<file path="config.mk">
export PLATFORM = sky130hd
export DESIGN_NAME = alu_bitslice
export DESIGN_NICKNAME = d
export VERILOG_FILES = /design/src/rtl/alu_pkg.sv /design/src/rtl/alu_ctrl.sv /design/src/rtl/alu_slice.sv /design/src/rtl/alu_datapath.sv /design/src/rtl/alu_bitslice.sv
export SDC_FILE = /design/constraint.sdc
export NUM_CORES = 1
export LEC_CHECK = 0
export ABC_AREA = 1
export ABC_CLOCK_PERIOD_IN_PS = 48300
export BUFFER_PORTS_ARGS = -buffer_cell sky130_fd_sc_hd__buf_2
export CORE_MARGIN = 3
export CORE_UTILIZATION = 55
export DETAILED_ROUTE_END_ITERATION = 8
export GPL_TIMING_DRIVEN = 0
export PLACE_DENSITY = 0.83
export RECOVER_POWER = 100
export REMOVE_ABC_BUFFERS = 1
export SYNTH_ARGS = -nofsm -noshare
export SYNTH_HDL_FRONTEND = slang
export SYNTH_SLANG_ARGS = --single-unit
</file>
<file path="constraint.sdc">
create_clock -name vclk -period 48.3
set_clock_uncertainty 0.05 [all_clocks]
set_input_delay 7.245 -clock vclk [all_inputs]
set_output_delay 7.245 -clock vclk [all_outputs]
set_load 0.02 [all_outputs]
</file>
<file path="src/rtl/alu_pkg.sv">
`timescale 1ns/1ps
package alu_pkg;
  localparam int ALU_WIDTH = 32;

  // One-hot choice of the value a slice hands to its result output.
  typedef struct packed {
    logic pickLess;
    logic pickAnd;
    logic pickOr;
    logic pickSum;
  } aluPick_t;

  // Strobes sent from control to datapath.
  typedef struct packed {
    logic     invB;
    logic     cin;
    aluPick_t pick;
  } aluStrobes_t;
endpackage

</file>
<file path="src/rtl/alu_ctrl.sv">
`timescale 1ns/1ps
module alu_ctrl
  import alu_pkg::*;
(
  input  logic        invertB,
  input  logic        carryIn,
  input  logic [1:0]  opSel,
  output aluStrobes_t strobes
);
  always_comb begin
    strobes.invB          = invertB;
    strobes.cin           = carryIn;
    strobes.pick.pickSum  = (opSel == 2'b00);
    strobes.pick.pickOr   = (opSel == 2'b01);
    strobes.pick.pickAnd  = (opSel == 2'b10);
    strobes.pick.pickLess = (opSel == 2'b11);
  end
endmodule

</file>
<file path="src/rtl/alu_slice.sv">
`timescale 1ns/1ps
module alu_slice
  import alu_pkg::*;
(
  input  logic     aBit,
  input  logic     bBit,
  input  logic     invB,
  input  logic     cin,
  input  logic     lessIn,
  input  aluPick_t pick,
  output logic     resBit,
  output logic     sumBit,
  output logic     cout
);
  logic bEff;

  always_comb begin
    bEff   = bBit ^ invB;
    sumBit = aBit ^ bEff ^ cin;
    cout   = (aBit & bEff) | (aBit & cin) | (bEff & cin);
    resBit = (pick.pickSum  & sumBit)
           | (pick.pickOr   & (aBit | bEff))
           | (pick.pickAnd  & (aBit & bEff))
           | (pick.pickLess & lessIn);
  end
endmodule

</file>
<file path="src/rtl/alu_datapath.sv">
`timescale 1ns/1ps
module alu_datapath
  import alu_pkg::*;
#(
  parameter int WIDTH = ALU_WIDTH
) (
  input  logic [WIDTH-1:0] opA,
  input  logic [WIDTH-1:0] opB,
  input  aluStrobes_t      strobes,
  output logic [WIDTH-1:0] result,
  output logic             zero,
  output logic             carryOut,
  output logic             overflow
);
  localparam int MSB = WIDTH - 1;

  logic [WIDTH:0]   carryChain;
  logic [WIDTH-1:0] sumVec;
  logic             setFeed;

  assign carryChain[0] = strobes.cin;

  // The top sum bit, fixed up by overflow, feeds the less line of bit 0.
  assign overflow = carryChain[MSB] ^ carryChain[WIDTH];
  assign setFeed  = sumVec[MSB] ^ overflow;
  assign carryOut = carryChain[WIDTH];
  assign zero     = ~|result;

  for (genvar i = 0; i < WIDTH; i++) begin : g_slice
    if (i == 0) begin : g_lsb
      alu_slice u_slice (
        .aBit(opA[i]), .bBit(opB[i]), .invB(strobes.invB),
        .cin(carryChain[i]), .lessIn(setFeed), .pick(strobes.pick),
        .resBit(result[i]), .sumBit(sumVec[i]), .cout(carryChain[i+1])
      );
    end else begin : g_upper
      alu_slice u_slice (
        .aBit(opA[i]), .bBit(opB[i]), .invB(strobes.invB),
        .cin(carryChain[i]), .lessIn(1'b0), .pick(strobes.pick),
        .resBit(result[i]), .sumBit(sumVec[i]), .cout(carryChain[i+1])
      );
    end
  end

  // Behavioural cross-checks of the ripple chain.
  logic [WIDTH-1:0] chkB;
  logic [WIDTH:0]   chkSum;
  always_comb begin
    chkB   = strobes.invB ? ~opB : opB;
    chkSum = {1'b0, opA} + {1'b0, chkB} + {{WIDTH{1'b0}}, strobes.cin};
    if (strobes.pick.pickSum && !strobes.invB && !strobes.cin)
      p_add_sum_r1: assert (result == opA + opB) else $error("R1 add mismatch");
    if (strobes.pick.pickSum && strobes.invB && strobes.cin)
      p_sub_diff_r2: assert (result == opA - opB) else $error("R2 sub mismatch");
    if (strobes.pick.pickAnd)
      p_and_bits_r3: assert (result == (opA & chkB)) else $error("R3 and mismatch");
    if (strobes.pick.pickOr)
      p_or_bits_r4: assert (result == (opA | chkB)) else $error("R4 or mismatch");
    if (strobes.pick.pickLess && strobes.invB && strobes.cin)
      p_slt_value_r5: assert (result == {{(WIDTH-1){1'b0}}, ($signed(opA) < $signed(opB))})
        else $error("R5 slt mismatch");
    p_carry_out_r7: assert ({carryOut, sumVec} == chkSum) else $error("R7 carry mismatch");
    p_no_overflow_r8: assert (overflow ==
        ((opA[MSB] == chkB[MSB]) && (chkSum[MSB] != opA[MSB]))) else $error("R8 overflow mismatch");
  end
endmodule

</file>
<file path="src/rtl/alu_bitslice.sv">
`timescale 1ns/1ps
module alu_bitslice
  import alu_pkg::*;
(
  input  logic [31:0] opA,
  input  logic [31:0] opB,
  input  logic        invertB,
  input  logic        carryIn,
  input  logic [1:0]  opSel,
  output logic [31:0] result,
  output logic        zero,
  output logic        carryOut,
  output logic        overflow
);
  aluStrobes_t strobes;

  alu_ctrl u_ctrl (
    .invertB(invertB), .carryIn(carryIn), .opSel(opSel), .strobes(strobes)
  );

  alu_datapath #(.WIDTH(32)) u_dp (
    .opA(opA), .opB(opB), .strobes(strobes),
    .result(result), .zero(zero), .carryOut(carryOut), .overflow(overflow)
  );
endmodule

</file>
Word level (Yosys, flattened, before mapping)
Cells that the tools add are included.

word-level totals
  flip-flop bits (word level) = 0
  output and inout bits = 35
  word-level logic and storage cells = 458

operators by class
  equal/unequal tests = 3
  bitwise operators = 452
  reduce and logical (&&, ||, !) cells = 3

operators with widths
  kind                                            count
  AND 1 bit                                       193
  bitwise OR 1 bit                                161
  bitwise XOR 1 bit                               98
  OR reduction 32 bit                             1
  == test 2 bit (second input constant)           2
  == test 2 x 1 -> 1 bit (second input constant)  1
  zero test 2 bit                                 1
  zero test 1 bit                                 1

Depth between registers and ports, before layout
Gate-level depths: netlist of run 1.

  depth after elaboration = 103
  gate-level depth with buffers = 46
  gate-level depth less buffers = 44

Cells and area by module
Synthesis of run 1 repeated with hierarchy kept, for this count alone.

unflattened totals
  cell total of the unflattened synthesis = 683
  area total of the unflattened synthesis = 3822.4 um^2

modules (own cells, without submodules)
  module        times used  cells an instance  area an instance (um^2)  seq. area each (um^2)
  alu_slice     32          20                 113.9                    0.0
  alu_datapath  1           34                 137.6                    0.0
  alu_ctrl      1           9                  41.3                     0.0

Worst setup path after synthesis of run 1
Ideal clock, no wire load.

  path type = input to output
  start point = input port invertB
  end point = output port zero
  arrival = 20512 ps
  required time = 41005 ps
  setup slack = 20493 ps
  stages on the path = 45
  path buffers = 2
  path through = clkbuf_1 > buf_2 > xnor2_1 > fa_1 > inv_1 > fa_1 > fa_1 > fa_1 > fa_1 > fa_1 > fa_1 > fa_1 > fa_1 > fa_1 > fa_1 > fa_1 > fa_1 > fa_1 > [9 not listed] > fa_1 > fa_1 > fa_1 > fa_1 > fa_1 > fa_1 > fa_1 > fa_1 > inv_1 > fa_1 > inv_1 > nand2_1 > nand3_1 > nor2_1 > nand2_1 > nor2_1 > nand2_1 > nor2_1

on the way
  elaborated cells on any way between the ends = 453
  classes of those cells = bitwise (451); reduce/logical (2)

RTL lines
  what                                         line                text
  start, declared                              alu_bitslice.sv:7   input logic invertB,
  bitwise XOR 1 bit                            alu_slice.sv:18     bEff = bBit ^ invB;
  AND 1 bit                                    alu_slice.sv:20     cout = (aBit & bEff) | (aBit & cin) | (bEff & cin);
  bitwise OR 1 bit (2 in a row)                alu_slice.sv:20
  AND 1 bit                                    alu_slice.sv:20
  bitwise OR 1 bit (2 in a row)                alu_slice.sv:20
  AND 1 bit                                    alu_slice.sv:20
  bitwise OR 1 bit (2 in a row)                alu_slice.sv:20
  AND 1 bit                                    alu_slice.sv:20
  [81 not listed]                              --
  bitwise OR 1 bit (2 in a row)                alu_slice.sv:20
  bitwise XOR 1 bit                            alu_slice.sv:19     sumBit = aBit ^ bEff ^ cin;
  AND 1 bit                                    alu_slice.sv:21     resBit = (pick.pickSum & sumBit)
  bitwise OR 1 bit                             alu_slice.sv:22     | (pick.pickOr & (aBit | bEff))
  bitwise OR 1 bit (*)                         alu_slice.sv:23     | (pick.pickAnd & (aBit & bEff))
  net u_dp.g_slice[31].g_upper.u_slice.resBit  alu_slice.sv:11     output logic resBit,
  OR reduction 32 bit (*)                      alu_datapath.sv:27  assign zero = ~|result;
  zero test 1 bit (*)                          alu_datapath.sv:27
  end, declared                                alu_bitslice.sv:11  output logic zero,

Mark *: on every way through the listed nets, which the timed path passes. The rest lies on a longest branch.

Worst setup path after layout of run 1
  start point = input port invertB
  end point = output port zero

on the way
  word-level cells in the longest chain between the ends = 103
  elaborated cells on any way between the ends = 453
  classes of those cells = bitwise (451); reduce/logical (2)

ends and longest elaborated chain
  what                           line                              text
  bitwise XOR 1 bit              alu_slice.sv:18
  AND 1 bit                      alu_slice.sv:20, alu_slice.sv:23
  bitwise OR 1 bit (2 in a row)  alu_slice.sv:20
  AND 1 bit                      alu_slice.sv:20
  bitwise OR 1 bit (2 in a row)  alu_slice.sv:20
  AND 1 bit                      alu_slice.sv:20
  bitwise OR 1 bit (2 in a row)  alu_slice.sv:20
  AND 1 bit                      alu_slice.sv:20
  [83 not listed]                --
  AND 1 bit                      alu_slice.sv:20
  bitwise OR 1 bit (2 in a row)  alu_slice.sv:20
  bitwise XOR 1 bit              alu_datapath.sv:24                assign overflow = carryChain[MSB] ^ carryChain[WIDTH];
  bitwise XOR 1 bit              alu_datapath.sv:25                assign setFeed = sumVec[MSB] ^ overflow;
  AND 1 bit                      alu_slice.sv:24                   | (pick.pickLess & lessIn);
  bitwise OR 1 bit               alu_slice.sv:24
  OR reduction 32 bit (*)        alu_datapath.sv:27
  zero test 1 bit (*)            alu_datapath.sv:27

Every way passes the cells marked *; elsewhere a longest branch is shown, timed or not.

==> impl_table.tex, run 1 <==
\begin{tabular}{lr}
\hline
Metric & Value \\
\hline
\multicolumn{2}{l}{\textbf{Run status}} \\
Outcome & finished, violations left \\
Violated checks & max-capacitance violations, max-slew violations \\
\multicolumn{2}{l}{\textbf{Timing}} \\
Upper clock frequency limit & 33.4 MHz \\
Setup repair after global routing missed its margin & false \\
Setup violators final & 0 \\
Final hold viol count & 0 \\
Worst Max-Slew Pin Slew & roughly 2.3 ns \\
Worst setup margin & 18.33 ns \\
Count of pins over their slew limit & 33 \\
Final period util & 62.0\% \\
Setup tns final & 0 ns \\
Tightest slew margin relative to the limit & -54.8\% \\
Clock period minus final worst setup slack & about 30 ns \\
\multicolumn{2}{l}{\textbf{Floorplanning}} \\
Die area & 6660 µm² \\
Number of ports placed on the die boundary & 103 \\
Number of core rows & 26 \\
DIE WIDTH & 81.6 µm \\
Initial core utilization & just under 60\% \\
Floorplan Core Area & $\sim$5300 µm² \\
Vertical extent of the die & a little over 80 µm \\
\multicolumn{2}{l}{\textbf{Placement}} \\
HPWL Detailed & about 5.7 mm \\
Placement Setup Slack & 19.23 ns \\
Number of buffers added on ports & 103 \\
Last weighted congestion value of the routability-driven placer & between 0.7 and 0.8 \\
\multicolumn{2}{l}{\textbf{Power}} \\
Net switching fraction of the power & 63.4\% \\
Part of the power in the clock network & 0\% \\
Net switching component of the power & 0.0271 mW \\
Combinational share of power & 100.0\% \\
Maximum resistive drop on vdd & between 0.006 and 0.007 mV \\
Register share of total power & 0\% \\
Leakage dissipation & 1.93 nW \\
Power per Cell Area & $\sim$12 nW/µm² \\
Cell-internal power & around 0.016 mW \\
\multicolumn{2}{l}{\textbf{Yosys}} \\
Leading cell types by total area after synthesis & ha\_1, fa\_1, inv\_1, nand2\_1, xnor2\_1 \\
Share of the yosys chip area belonging to registers & 0\% \\
Cell variety after synth & 14 \\
Gate count after technology mapping & 443 \\
Mean instance size in the synthesized netlist & roughly 7.1 µm² \\
Yosys synthesis warning count & 0 \\
Library cell occupying the most area in the post-synthesis netlist & ha\_1 \\
Area fraction of the dominant cell type after synthesis & between 20\% and 30\% \\
Mapped cell area & about 3100 µm² \\
\multicolumn{2}{l}{\textbf{Flow run}} \\
Max-cap check violation count & 1 \\
\multicolumn{2}{l}{\textbf{Route}} \\
Routed len/inst & between 10 and 15 µm \\
Average vias per placed instance & 4.65 \\
Total number of vias & $\sim$2700 \\
Residual DRC count & 0 \\
Number of nets still failing antenna checks after routing & 0 \\
Routed wire length & slightly below 7 mm \\
Number of DRC markers in iteration 0 & between 40 and 50 \\
Detailed-routing iteration count for the pre-antenna-repair pass & 4 \\
\multicolumn{2}{l}{\textbf{Global route}} \\
Overall global routing resource usage & 19.9\% \\
Largest net degree at the start of global routing & 33 \\
Global-route wire length before repair & 10.8 mm \\
Vias in the first global route & around 2500 \\
Antenna violations before repair & 0 \\
Aggregate global routing overflow & 0 \\
\multicolumn{2}{l}{\textbf{Final layout}} \\
Sequential cell area & 0 µm² \\
Layout clock buffer count & 0 \\
Proportion of layout cells with a drive suffix above 1 & 14.6\% \\
Commonest cells after routing, fill and taps aside & inv\_1, nand2\_1, buf\_2, ha\_1, nand3\_1 \\
Area growth from synthesis to layout & 9.15\% \\
Num sequential & 0 \\
Antenna diode instance count & 0 \\
Area used by multi-input combinational logic & approximately 2400 µm² \\
Most common library cell in the layout ignoring fill and taps & inv\_1 \\
\# fillers & 500 \\
Nets@finish & 668 \\
\multicolumn{2}{l}{\textbf{Critical path}} \\
Critical Path End Type & output pin \\
CP arrival & between 20 and 25 ns \\
Most used cell, CP & fa\_1 \\
Worst-path cell with the longest stage delay & clkbuf\_1 \\
Largest fanout of any net on the critical path & 32 \\
Crit path required time & roughly 40 ns \\
Critical path class & in2out \\
CP peak stage delay & roughly 1.6 ns \\
Kind of start point of the critical path & input pin \\
\multicolumn{2}{l}{\textbf{Clock network}} \\
Count of hold buffers inserted by post-cts repair & 0 \\
Quantity of gates resized following cts & 0 \\
Buffers inserted by post-CTS timing repair & 0 \\
\multicolumn{2}{l}{\textbf{Hold path}} \\
Min-delay worst type & in2out \\
\hline
\end{tabular}
power groups by stage:
stage / sequential (mW) / clock, mW / combinational [mW]
after floorplan: 0 / 0 / 0.0288
after global placement: 0 / 0 / 0.0422
after detailed placement: 0 / 0 / 0.0444
after CTS: 0 / 0 / 0.0445
after global routing: 0 / 0 / 0.0489
final: 0 / 0 / 0.0428
synth_stat cells, drive strengths merged:
master / instances
fa: 33
xor2: 1
nand3: 52
nor2: 24
ha: 64
nand3b: 3
clkbuf: 4
inv: 102
xnor2: 32
nand2: 85
buf: 43
through the flow:
stage	hold slack (ns)	instance area [µm²]	cells	total power [mW]	util, %
5_1_grt	15.02	3430	571	0.0489	64.7
2_1_floorplan	14.69	2830	396	0.0288	-
3_3_place_gp	14.93	3430	569	0.0422	64.7
4_1_cts	14.95	3480	571	0.0445	65.5
6_report	14.96	3430	571	0.0428	64.7
3_5_place_dp	14.95	3480	571	0.0444	65.5
worst paths after layout:
path,cells after the start,slack (ns),end,startpoint
max,45,18.33,zero,invertB
min,4,14.96,result[4],opSel[0]
area by class of cell:
class | count | share of cell area, %
multi-input combinational | 294 | 71.3
timing repair buffer | 105 | 15.0
inverter | 102 | 11.2
tap | 70 | 2.55
cell families after synthesis:
group	share of synthesized area, %
simple gates	22.0
buf+inv	22.3
fa+ha+maj	46.5
xor+xnor	9.19
metal layers:
metal	GRT usage, %	wire length [µm]	vias up
met3	1.43	296	4
li1	-	-	1362
met1	23.5	2700	1231
met5	0	0	-
met4	0.831	34	0
met2	40.7	3700	58
worst max-delay path, delay by kind of cell:
family | cells | cell delay [ns]
adder cells (fa/ha/maj) | 32 | 12.39
AND/OR/NAND/NOR | 7 | 0.66
buffers and inverters | 5 | 2.06
XOR/XNOR | 1 | 0.29
(Power assumes the default switching activity.)
==> run 2, diff against run 1 <==
ABC_CLOCK_PERIOD_IN_PS = 27300   (was 48300)
CORE_UTILIZATION = 49   (was 55)
PLACE_DENSITY = 0.78   (was 0.83)
clock period = 27.3 ns   (was 48.3 ns; I/O delays follow)
==> run 2 against run 1 <==
The flow still finishes with violations (max-capacitance violations, max-slew violations). Setup slack got worse by 15 ns. Via count barely moved. Combinational power rose by 78%. Cell count rose by 0.88%. Flip-flop and latch count did not move. Wire length rose by 4.0%. Non-clock buffer count did not move. Core utilization fell by 8.2 points.
==> impl_table.tex, run 2 (synthesized netlist as in run 1, its figures left out) <==
\begin{tabular}{lr}
\hline
Metric & Value \\
\hline
\multicolumn{2}{l}{\textbf{Final layout}} \\
Most common library cell in the layout ignoring fill and taps & inv\_1 \\
Proportion of layout cells with a drive suffix above 1 & 14.6\% (unchanged) \\
\# fillers & 623 (+25\%) \\
Post-Layout Inst Area & 3430 µm² (-0.18\%) \\
Nets@finish & 668 (unchanged) \\
Layout clock buffer count & 0 (unchanged) \\
Antenna diode instance count & 0 (unchanged) \\
Commonest cells after routing, fill and taps aside & inv\_1, nand2\_1, buf\_2, ha\_1, nand3\_1 \\
Area used by multi-input combinational logic & 2450 µm² (unchanged) \\
Num sequential & 0 (unchanged) \\
Post-layout instance count excluding filler cells & 576 (+0.88\%) \\
Sequential cell area & 0 µm² (unchanged) \\
Area growth from synthesis to layout & 8.95\% \\
\multicolumn{2}{l}{\textbf{Clock network}} \\
Buffers inserted by post-CTS timing repair & 0 (unchanged) \\
Quantity of gates resized following cts & 0 (unchanged) \\
Count of hold buffers inserted by post-cts repair & 0 (unchanged) \\
\multicolumn{2}{l}{\textbf{Global route}} \\
Largest net degree at the start of global routing & 33 (unchanged) \\
Global-route wire length before repair & 12.0 mm (+11\%) \\
Overall global routing resource usage & 19.5\% (-0.44 points) \\
Met2 track utilization from global routing & 36.9\% (-3.9 points) \\
GRT busiest layer & met2 \\
Met1 Use GR & 24.4\% (+0.89 points) \\
M3 GR Usage & 1.34\% (-0.081 points) \\
Antenna violations before repair & 0 (unchanged) \\
Vias in the first global route & 2664 (+6.9\%) \\
Aggregate global routing overflow & 0 (unchanged) \\
\multicolumn{2}{l}{\textbf{Timing}} \\
Tightest slew margin relative to the limit & -59.5\% (-4.8 points) \\
Count of pins over their slew limit & 33 (unchanged) \\
Setup tns final & 0 ns (unchanged) \\
Setup repair after global routing missed its margin & false \\
Worst Max-Slew Pin Slew & 2.39 ns (+0.0717 ns) \\
Final period util & between 80\% and 90\% \\
Final hold viol count & 0 (unchanged) \\
Upper clock frequency limit & roughly 42 MHz \\
Setup violators final & 0 (unchanged) \\
Clock period minus final worst setup slack & between 20 and 25 ns \\
\multicolumn{2}{l}{\textbf{Critical path}} \\
Largest fanout of any net on the critical path & 32 (unchanged) \\
Worst path buffer plus inverter count & 5 (unchanged) \\
Kind of start point of the critical path & input pin \\
Crit path from & invertB \\
CP peak stage delay & 1.67 ns (+0.05 ns) \\
Kind of cell adding the most delay to the critical path & adder cells \\
Critical Path End Type & output pin \\
Crit path required time & 23.16 ns (-17.85 ns) \\
Most used cell, CP & fa\_1 \\
Critical path class & in2out \\
CP arrival & 19.66 ns (-3.01 ns) \\
Worst-path cell with the longest stage delay & clkbuf\_1 \\
\multicolumn{2}{l}{\textbf{Floorplanning}} \\
Number of ports placed on the die boundary & 103 (unchanged) \\
Initial core utilization & 51.9\% (-7.4 points) \\
Die area & 7410 µm² (+11\%) \\
Vertical extent of the die & 86.1 µm (+5.5\%) \\
DIE WIDTH & 86.1 µm (+5.5\%) \\
Floorplan Core Area & 6060 µm² (+14\%) \\
Number of core rows & 28 (+7.7\%) \\
\multicolumn{2}{l}{\textbf{Hold path}} \\
Startpoint of the lowest-slack hold path & opSel[0] \\
Min-delay worst type & in2out \\
\multicolumn{2}{l}{\textbf{Placement}} \\
Number of buffers added on ports & 103 (unchanged) \\
Last weighted congestion value of the routability-driven placer & 0.764 (-2.0\%) \\
Number of placed instances with taps included & 576 (+0.88\%) \\
Placement-stage cell area & 3470 µm² (-0.18\%) \\
HPWL Detailed & 5.87 mm (+2.5\%) \\
\multicolumn{2}{l}{\textbf{Route}} \\
Number of nets still failing antenna checks after routing & 0 (unchanged) \\
Average vias per placed instance & 4.61 (-0.83\%) \\
Number of DRC markers in iteration 0 & 86 (+91\%) \\
Detailed-routing iteration count for the pre-antenna-repair pass & 4 (unchanged) \\
Routed len/inst & 12.2 µm (+3.1\%) \\
Residual DRC count & 0 (unchanged) \\
Total number of vias & 2656 (+0.038\%) \\
Routed wire length & 7.00 mm (+4.0\%) \\
\multicolumn{2}{l}{\textbf{Run status}} \\
Outcome & finished, violations left \\
Violated checks & max-capacitance violations, max-slew violations \\
\multicolumn{2}{l}{\textbf{Power}} \\
Net switching component of the power & 0.0486 mW (+79\%) \\
Maximum resistive drop on vdd & 0.0150 mV (+140\%) \\
Net switching fraction of the power & 63.6\% (+0.18 points) \\
Power per Cell Area & 22.3 nW/µm² (+79\%) \\
Combinational share of power & 100.0\% (about the same) \\
Leakage dissipation & 1.93 nW (-0.25\%) \\
Cell-internal power & 0.0278 mW (+78\%) \\
Register share of total power & 0\% (unchanged) \\
Part of the power in the clock network & 0\% (unchanged) \\
\multicolumn{2}{l}{\textbf{Flow run}} \\
Max-cap check violation count & 1 (unchanged) \\
\hline
\end{tabular}
-- run 2: power by group through the flow --
stage / registers [mW] / logic (mW) / clock network [mW]
global route: 0 / 0.0880 / 0
finish: 0 / 0.0763 / 0
detailed placement: 0 / 0.0791 / 0
global placement: 0 / 0.0750 / 0
floorplan: 0 / 0.0509 / 0
CTS: 0 / 0.0793 / 0
-- run 2: cell type report --
| class | count | share of cell area (%) |
|---|---|---|
| Inverter | 102 | 11.2 |
| Tap cell | 75 | 2.74 |
| Timing Repair Buffer | 105 | 14.6 |
| Multi-Input combinational cell | 294 | 71.4 |
-- run 2: worst paths after layout --
| check | slack, ns | cells after the start | end |
|---|---|---|---|
| max | 3.50 | 45 | zero |
| min | 8.66 | 4 | result[3] |
-- run 2: per-stage QoR --
stage,power (mW),utilization [%],setup WS (ns),hold WS [ns]
after global routing,0.0880,56.5,2.79,8.69
after CTS,0.0793,57.2,4.48,8.64
final,0.0763,56.5,3.50,8.66
after detailed placement,0.0791,57.2,4.50,8.64
after floorplan,0.0509,-,6.01,8.39
after global placement,0.0750,56.7,4.57,8.63
-- run 2: routing by layer --
| layer | share of wire (%) | routed length [µm] |
|---|---|---|
| met1 | 43 | 3010 |
| met2 | 51 | 3610 |
| met3 | 4.5 | 318 |
| met5 | 0 | 0 |
| met4 | 0.96 | 67 |
-- run 2: tightest hold or removal path, stage by stage --
cell and delay [ns]:
buf_2 0.15, nand3b_1 0.09, nand3_1 0.09, clkbuf_1 0.19
